`src/rtl/dual_div_pkg.sv`:
```
package dual_div_pkg;
  localparam int SEL_W   = 3;
  localparam int MAX_FAC = 64;

  function automatic int unsigned post_factor(input logic [SEL_W-1:0] sel);
    case (sel)
      3'b000:  return 2;
      3'b001:  return 4;
      3'b010:  return 8;
      3'b011:  return 16;
      3'b100:  return 32;
      3'b101:  return 64;
      3'b110:  return 1;
      default: return 3;
    endcase
  endfunction
endpackage

```
`src/rtl/rst_sync.sv`:
```
module rst_sync (
  input  logic clk,
  input  logic rst_n_in,
  output logic rst_n_out
);
  logic [1:0] sync_q;

  always_ff @(posedge clk or negedge rst_n_in) begin
    if (!rst_n_in) sync_q <= 2'b00;
    else           sync_q <= {sync_q[0], 1'b1};
  end

  assign rst_n_out = sync_q[1];
endmodule

```
`src/rtl/word_decode.sv`:
```
module word_decode
  import dual_div_pkg::*;
#(
  parameter int W        = 7,
  parameter int OFS      = 2,
  parameter int MINW     = 1,
  parameter int RW       = 8,
  parameter bit USE_POST = 1'b0
) (
  input  logic [W-1:0]     word,
  input  logic [SEL_W-1:0] sel,
  output logic [RW-1:0]    ratio,
  output logic             legal
);
  int unsigned fac;
  int unsigned base;

  always_comb begin
    fac   = USE_POST ? post_factor(sel) : 32'd1;
    base  = 32'(word) + 32'(OFS);
    ratio = RW'(base * fac);
    legal = (32'(word) >= 32'(MINW));
  end
endmodule

```
`src/rtl/div_chan.sv`:
```
module div_chan #(
  parameter int          RW        = 8,
  parameter int unsigned DEF_RATIO = 129,
  parameter int unsigned MIN_RATIO = 3
) (
  input  logic          clk,
  input  logic          rst_n,
  input  logic [RW-1:0] req_ratio,
  input  logic          req_ok,
  output logic          clk_out
);
  localparam logic [RW-1:0] DEF_R = RW'(DEF_RATIO);
  localparam logic [RW-1:0] MIN_R = RW'(MIN_RATIO);

  logic [RW-1:0] cnt_q, cnt_d, ratio_q, ratio_d;
  logic          hi_q, hi_d, term;

  assign term = (cnt_q == ratio_q - 1'b1);

  always_comb begin
    cnt_d   = cnt_q + 1'b1;
    ratio_d = ratio_q;
    if (term) begin
      cnt_d = '0;
      if (req_ok) ratio_d = req_ratio;
    end
    hi_d = (cnt_d < (ratio_d >> 1));
  end

  always_ff @(posedge clk or negedge rst_n) begin
    if (!rst_n) begin
      cnt_q   <= '0;
      ratio_q <= DEF_R;
      hi_q    <= 1'b1;
    end else begin
      cnt_q   <= cnt_d;
      ratio_q <= ratio_d;
      hi_q    <= hi_d;
    end
  end

  assign clk_out = hi_q;

  AST_CNT_BELOW_RATIO: assert property (@(posedge clk) disable iff (!rst_n)
    cnt_q < ratio_q);
  AST_RATIO_ONLY_AT_WRAP: assert property (@(posedge clk) disable iff (!rst_n)
    !term |=> $stable(ratio_q));
  AST_RATIO_FLOOR: assert property (@(posedge clk) disable iff (!rst_n)
    ratio_q >= MIN_R);
  AST_RISE_AT_WRAP: assert property (@(posedge clk) disable iff (!rst_n)
    $rose(hi_q) |-> (cnt_q == '0));
endmodule

```
`src/rtl/dual_clk_divider.sv`:
```
module dual_clk_divider
  import dual_div_pkg::*;
#(
  parameter int A_W   = 7,
  parameter int B_W   = 9,
  parameter int A_OFS = 2,
  parameter int B_OFS = 8,
  parameter int A_MIN = 1,
  parameter int B_MIN = 4
) (
  input  logic             clk,
  input  logic             rst_n,
  input  logic [A_W-1:0]   a_word,
  input  logic [B_W-1:0]   b_word,
  input  logic [SEL_W-1:0] post_sel,
  output logic             clk_a,
  output logic             clk_b,
  output logic             cfg_err
);
  localparam int unsigned A_MAXR = (2**A_W - 1) + A_OFS;
  localparam int unsigned B_BASE = (2**B_W - 1) + B_OFS;
  localparam int unsigned B_MAXR = B_BASE * MAX_FAC;
  localparam int          A_RW   = $clog2(A_MAXR + 1);
  localparam int          B_RW   = $clog2(B_MAXR + 1);
  localparam int unsigned A_DEF  = A_MAXR;
  localparam int unsigned B_DEF  = B_BASE * post_factor('1);
  localparam int unsigned A_MINR = A_MIN + A_OFS;
  localparam int unsigned B_MINR = B_MIN + B_OFS;

  logic            rst_n_s;
  logic [A_RW-1:0] a_ratio;
  logic [B_RW-1:0] b_ratio;
  logic            a_legal, b_legal;
  logic            err_q, err_d;

  rst_sync i_rst_sync (.clk(clk), .rst_n_in(rst_n), .rst_n_out(rst_n_s));

  word_decode #(.W(A_W), .OFS(A_OFS), .MINW(A_MIN), .RW(A_RW), .USE_POST(1'b0)) i_dec_a (
    .word(a_word), .sel(post_sel), .ratio(a_ratio), .legal(a_legal));

  word_decode #(.W(B_W), .OFS(B_OFS), .MINW(B_MIN), .RW(B_RW), .USE_POST(1'b1)) i_dec_b (
    .word(b_word), .sel(post_sel), .ratio(b_ratio), .legal(b_legal));

  div_chan #(.RW(A_RW), .DEF_RATIO(A_DEF), .MIN_RATIO(A_MINR)) i_chan_a (
    .clk(clk), .rst_n(rst_n_s), .req_ratio(a_ratio), .req_ok(a_legal), .clk_out(clk_a));

  div_chan #(.RW(B_RW), .DEF_RATIO(B_DEF), .MIN_RATIO(B_MINR)) i_chan_b (
    .clk(clk), .rst_n(rst_n_s), .req_ratio(b_ratio), .req_ok(b_legal), .clk_out(clk_b));

  always_comb begin
    err_d = err_q | ~a_legal | ~b_legal;
  end

  always_ff @(posedge clk or negedge rst_n_s) begin
    if (!rst_n_s) err_q <= 1'b0;
    else          err_q <= err_d;
  end

  assign cfg_err = err_q;

  AST_ERR_STICKY: assert property (@(posedge clk) disable iff (!rst_n_s)
    cfg_err |=> cfg_err);
  AST_ERR_ON_ILLEGAL: assert property (@(posedge clk) disable iff (!rst_n_s)
    (!a_legal || !b_legal) |=> cfg_err);
endmodule

```
`config.mk`:
```
export PLATFORM = sky130hd
export DESIGN_NAME = dual_clk_divider
export DESIGN_NICKNAME = d
export VERILOG_FILES = /design/src/rtl/dual_div_pkg.sv /design/src/rtl/rst_sync.sv /design/src/rtl/word_decode.sv /design/src/rtl/div_chan.sv /design/src/rtl/dual_clk_divider.sv
export SDC_FILE = /design/constraint.sdc
export NUM_CORES = 1
export LEC_CHECK = 0
export ABC_AREA = 1
export BUFFER_PORTS_ARGS = -buffer_cell sky130_fd_sc_hd__buf_2
export CAP_MARGIN = 20
export CORE_ASPECT_RATIO = 0.6
export CORE_MARGIN = 2
export CORE_UTILIZATION = 50
export CTS_CLUSTER_SIZE = 16
export DETAILED_ROUTE_END_ITERATION = 10
export GPL_TIMING_DRIVEN = 0
export PLACE_DENSITY = 0.71
export SLEW_MARGIN = 30
export SYNTH_ARGS = -nofsm -noshare
export SYNTH_HDL_FRONTEND = slang
export SYNTH_HIERARCHICAL = 1
export SYNTH_SLANG_ARGS = --single-unit
```
`constraint.sdc`:
```
create_clock -name clk -period 3 [get_ports clk]
set_input_delay 0.6 -clock clk [delete_from_list [all_inputs] [get_ports clk]]
set_output_delay 0.6 -clock clk [all_outputs]
set_load 0.01 [all_outputs]
```
Yosys cells after proc, flatten, opt, wreduce, memory -nomap -nowiden
Cells that the tools add are included.
- register bits: 53
- bits of input ports: 21
- output and inout bits: 3
- add/subtract/negate cells: 6
- multiply operators: 1
- order comparisons: 4
- equal/unequal tests: 8
- muxes and demuxes: 7
- bitwise gates (word level): 4
- reductions and logical operators: 3
- operators by type and width (kind ; count):
    7-bit one-hot mux with 7 select lines ; 1
    16-bit two-way mux ; 3
    32-bit by 7-bit multiplier with 16-bit output ; 1
    8-bit two-way mux ; 3
    16-bit by 1-bit adder with 16-bit output, second input constant ; 1
    16-bit == test ; 1
    16-bit by 15-bit less-than comparator with 1-bit output ; 1
    16-bit by 1-bit subtractor with 16-bit output, second input constant ; 1
    9-bit by 4-bit adder with 10-bit output, second input constant ; 1
    3-bit == test, second input constant ; 3
    9-bit by 3-bit >= comparator with 1-bit output, second input constant ; 1
    7-bit by 2-bit adder with 8-bit output, second input constant ; 1
    8-bit by 1-bit adder with 8-bit output, second input constant ; 1
    8-bit == test ; 1
    8-bit by 7-bit less-than comparator with 1-bit output ; 1
    8-bit by 1-bit subtractor with 8-bit output, second input constant ; 1
    7-bit by 1-bit >= comparator with 1-bit output, second input constant ; 1
    3-bit by 2-bit == test with 1-bit output, second input constant ; 2
    2-bit AND reduction ; 2
    3-bit by 1-bit == test with 1-bit output, second input constant ; 1
    3-bit logical NOT ; 1
    1-bit inverter ; 2
    1-bit OR ; 2

Longest topological paths before layout
- word-level depth: 6
- mapped depth: 32
- mapped depth without buffers: 31

Hierarchy
The synthesis kept the hierarchy.
- modules (own cells, without submodules) (module ; instances ; cells each ; area an instance (sq um) ; sequential area each (sq um)):
    div_chan (i_chan_b) ; 1 ; 371 ; 2737.6 ; 833.3
    word_decode (i_dec_b) ; 1 ; 380 ; 2567.5 ; 0.0
    div_chan (i_chan_a) ; 1 ; 192 ; 1311.3 ; 429.2
    word_decode (i_dec_a) ; 1 ; 28 ; 178.9 ; 0.0
    rst_sync ; 1 ; 3 ; 53.8 ; 50.0
    dual_clk_divider ; 1 ; 3 ; 38.8 ; 25.0

Worst setup path before layout
Ideal clock, no wire load.
- kind: input to register
- from: in b_word[3]
- to: reg i_chan_b.hi_q (netlist: i_chan_b/clk_out)
- library setup time: 68 ps
- data arrival time: 5477 ps
- required time: 2932 ps
- setup slack: -2545 ps
- stages on the path: 28
- path buffers: 1
- cells stage by stage: buf_2 > inv_1 > ha_1 > inv_1 > nor2_1 > fa_1 > inv_1 > fa_1 > inv_1 > fa_1 > inv_1 > fa_1 > inv_1 > ha_1 > inv_1 > o21bai_1 > nor2_1 > nand2_1 > xor2_1 > nor2_1 > a21oi_2 > inv_2 > ha_1 > a21oi_1 > nor2_1 > a211oi_1 > o221ai_1 > a21oi_2
- word-level cells in the longest chain between the ends: 5
- ends and longest elaborated chain (what ; line ; text):
    start: declaration ; dual_clk_divider.sv:14 ; input logic [B_W-1:0] b_word,
    9-bit by 4-bit adder with 10-bit output ; word_decode.sv:20 ; base = 32'(word) + 32'(OFS);
    32-bit by 7-bit multiplier with 16-bit output ; word_decode.sv:21 ; ratio = RW'(base * fac);
    named net b_ratio[10] ; dual_clk_divider.sv:32 ; logic [B_RW-1:0] b_ratio;
    16-bit two-way mux ; div_chan.sv:25 ; if (req_ok) ratio_d = req_ratio;
    16-bit two-way mux ; div_chan.sv:23 ; if (term) begin
    named net i_chan_b.ratio_d[10] ; div_chan.sv:15 ; logic [RW-1:0] cnt_q, cnt_d, ratio_q, ratio_d;
    16-bit by 15-bit less-than comparator with 1-bit output ; div_chan.sv:27 ; hi_d = (cnt_d < (ratio_d >> 1));
    named net i_chan_b.hi_d ; div_chan.sv:16 ; logic hi_q, hi_d, term;
    end signal: assignment ; div_chan.sv:38 ; hi_q <= hi_d;
    end: declaration ; div_chan.sv:16 ;
The timed path passes the listed nets, and every way through them passes these cells.
A chain may end at the register's enable or synchronous reset.

Final worst setup path
- from: in post_sel[0]
- to: reg i_chan_b.hi_q (netlist: i_chan_b/clk_out)
- word-level cells in the longest chain between the ends: 6
- ends and longest elaborated chain (what ; line ; text):
    start: declaration ; dual_clk_divider.sv:15 ; input logic [SEL_W-1:0] post_sel,
    3-bit == test (tied with other cells) ; dual_div_pkg.sv:6 ; case (sel)
    7-bit one-hot mux with 7 select lines (*) ; dual_div_pkg.sv:6 ;
    32-bit by 7-bit multiplier with 16-bit output (*) ; word_decode.sv:21 ;
    named net b_ratio[15] ; dual_clk_divider.sv:32 ;
    16-bit two-way mux (*) ; div_chan.sv:25 ;
    16-bit two-way mux (*) ; div_chan.sv:23 ;
    named net i_chan_b.ratio_d[15] ; div_chan.sv:15 ;
    16-bit by 15-bit less-than comparator with 1-bit output (*) ; div_chan.sv:27 ;
    named net i_chan_b.hi_d ; div_chan.sv:16 ;
Mark *: on every way through the listed nets, which the timed path passes. The rest lies on a longest branch.

==> results.toml <==
[logic_synthesis]
syn-num-nets = 1099
yosys-top-cells-area = "dfrtp_1 (16%), nand2_1 (12%), ha_1 (11%)"
async_flop_share_pct = 100
ys_dominant_reg_cell = "dfrtp_1"
synth_top_area_share_pct = 16.0
yosysSeqAreaShare_pct = 19.4
synth-edff-count = 0
synth_cell_types = 51
synth-seq-cells = 53
postSynthCellCount = 977
yosys-top-cells-count = "nand2_1 (227), inv_1 (169), nor2_1 (139)"
yosysWarningCount = 6
yosysTopAreaCell = "dfrtp_1"
syn-mean-instance-area_um2 = 7.05
synth_area_um2 = 6890
synthMostInstantiatedCell = "nand2_1"

[setup_path]
crit_slowest_cell = "fa_1"
arrival_ps = 5540
critPathRequiredTime_ps = 3230
worstSetupPathType = "input port to flip-flop"
max_stage_delay_ps = 520
critPathMostFrequentCell = "inv_2"
cp_max_fo = 5
cp-start-kind = "input port"
critPathCaptureType = "flip-flop"

[placement]
placement.io_buffers = 21
placement.cell_area_um2 = 7510
dp_slack_ps = -2820
dp_hpwl_um = 14700
gp_congestion = 0.913

[detailed_routing]
drtIter0Drc = 703
wl_met3_um = 2310
drc = 0
drt.antenna.violating_nets = 0
first_pass_iters = 5
finalWirelength_um = 20000
vias = 6541
wl_met1_um = 9930
highest_layer = "met4"
dr_wl_met2_um = 7520
wl_per_cell_um = 16.1
via_per_inst = 5.28

[timing]
slew_violations = 0
setup_viol = 13
hold_violations = 0
whs_ps = 70.2
tightest_slew_ps = 772
finalCriticalPeriod_ps = 5310
timing.final.crit_share_pct = 177
max_clock_freq_mhz = 188
slew_headroom_pct = 48.2
rsz0062_at_grt = "yes"
fin_skew_ps = 8.20
timing.final.ws_setup_ps = -2310

[clocking]
clk-insertion-delay-late_ps = 300
clock_path_buffers = 2
clock_sinks = 53
cts_made_buffers = 5
cts.clk_slew.worst_paths_ps = 70
htreeDepth = 2
cts_root_buf = "clkbuf_16"
cts_tree = "done"
postCtsHoldBufs = 0

[final_layout]
drive_gt1_share_pct = 33.2
fillers = 1078
final_area_um2 = 8820
area_growth_pct = 28.0
layout.nets = 1185
diodes = 0

[pwr]
p_leak_nw = 4.56
powerDensity_nw_per_um2 = 438
ir_drop_mv = 0.267

[die]
rows = 33
dieArea_um2 = 14800
die_w_um = 156
dieHeight_um = 94.9
start_util_pct = 50.9
ios = 24
coreArea_um2 = 13500

[grt]
grt_pass1_vias = 6178
grt_max_degree = 47
grtUsageTotal_pct = 27.5
grt_pass1_wl_um = 31600
antenna_found_initial = 0
overflow = 0

[status]
failed_checks = "setup timing"
status = "complete, but fails checks"

[hold_path]
min_path_type = "input port to async pin"

[run]
drv_cap = 0
[layout by cell type, fill, tap and decap left out, types with 8 or more instances in the layout]
cell | netlist | routed
buf_6 | 4 | 8
o21ai_0 | 12 | 10
inv_2 | 29 | 45
nand2_1 | 227 | 199
nand3_1 | 43 | 36
fa_1 | 38 | 37
a21oi_2 | 22 | 25
dfrtp_1 | 44 | 43
inv_1 | 169 | 144
nand2_2 | 10 | 29
nand3_2 | 6 | 11
buf_4 | 2 | 52
nand4_1 | 11 | 11
dfstp_2 | 9 | 9
xnor2_1 | 14 | 14
ha_1 | 63 | 40
nand2_4 | 3 | 10
nor2_2 | 15 | 30
ha_4 | 0 | 23
a21oi_1 | 25 | 15
buf_2 | 1 | 17
nor2_4 | 8 | 24
xor2_1 | 26 | 25
nor2_1 | 139 | 108
[metal layers]
metal	track usage, %	up-vias
li1	-	3183
met1	44.3	3017
met2	35.7	314
met3	8.35	27
met4	3.82	0
met5	0	-
[critical path: cells and delay by family]
| family | cells | cell delay, ps |
|---|---|---|
| simple gates | 12 | 1300 |
| buf+inv | 9 | 660 |
| fa+ha+maj | 6 | 2580 |
| compound gates | 3 | 390 |
[worst paths after layout]
path	start	end	slack [ps]	cells past startpoint
worst max-delay path	post_sel[0]	i_chan_b/clk_out	-2310	30
worst min-delay path	rst_n	i_rst_sync/sync_q[1]	70	1
worst max register to register	i_chan_b/ratio_q[1]	i_chan_b/clk_out	-700	22
worst min register to register	i_rst_sync/sync_q[1]	i_chan_b/cnt_q[15]	130	0
max in group asynchronous	i_rst_sync/sync_q[1]	i_chan_a/ratio_q[0]	2340	1
min in group clk	i_rst_sync/sync_q[0]	i_rst_sync/sync_q[1]	350	0
[what timing repair did]
item / CTS / global route
pin swaps: 84 / 47
hold endpoints to repair: 0 / 0
buffers inserted: 47 / 12
resized for setup: 106 / 55
setup endpoints to repair: 14 / 15
[cell families (layout without fill, tap and decap cells)]
| logic type | count (synthesis) | after routing | synth area share [%] |
|---|---|---|---|
| adders and majority gates | 101 | 101 | 22.5 |
| other | 1 | 1 | 0.0544 |
| buffers and inverters | 210 | 297 | 12.2 |
| xor gates and xnor gates | 40 | 40 | 5.09 |
| AOI/OAI and AO/OA | 82 | 82 | 8.05 |
| and+or+nand+nor | 490 | 490 | 32.7 |
| DFF | 53 | 53 | 19.4 |
[metrics by stage]
step	setup TNS, ps	cells	total power [mW]	utilization [%]
after floorplan	-15530	977	2.21	-
after global placement	-22500	1173	2.56	55.2
after detailed placement	-22620	1174	2.59	55.5
after CTS	-14970	1229	3.55	62.8
after global routing	-19040	1239	4.14	65.1
final	-17030	1239	3.86	65.1
[final cells by class]
| cell class | instances | area, um^2 | area share [%] |
|---|---|---|---|
| multi-input combinational | 714 | 5540 | 62.9 |
| sequential | 53 | 1340 | 15.2 |
| clock buffer | 6 | 139 | 1.58 |
| tap | 175 | 219 | 2.48 |
| timing repair buffer | 79 | 637 | 7.22 |
| inverter | 202 | 803 | 9.11 |
| buffer | 8 | 96.3 | 1.09 |
| clock inverter | 2 | 37.5 | 0.426 |
[flip-flops by register name, summed over array words and instances, names as in the netlist]
signal	cells
i_chan_b/cnt_q	16
i_chan_b/ratio_q	16
i_chan_a/cnt_q	8
i_chan_a/ratio_q	8
i_rst_sync/sync_q	2
cfg_err	1
i_chan_a/clk_out	1
i_chan_b/clk_out	1
[where the power goes]
part,switching (mW),internal (mW)
registers,0.148,0.840
clock network,0.274,0.417
logic,1.29,0.895
Power figures use the tool's default switching activity.
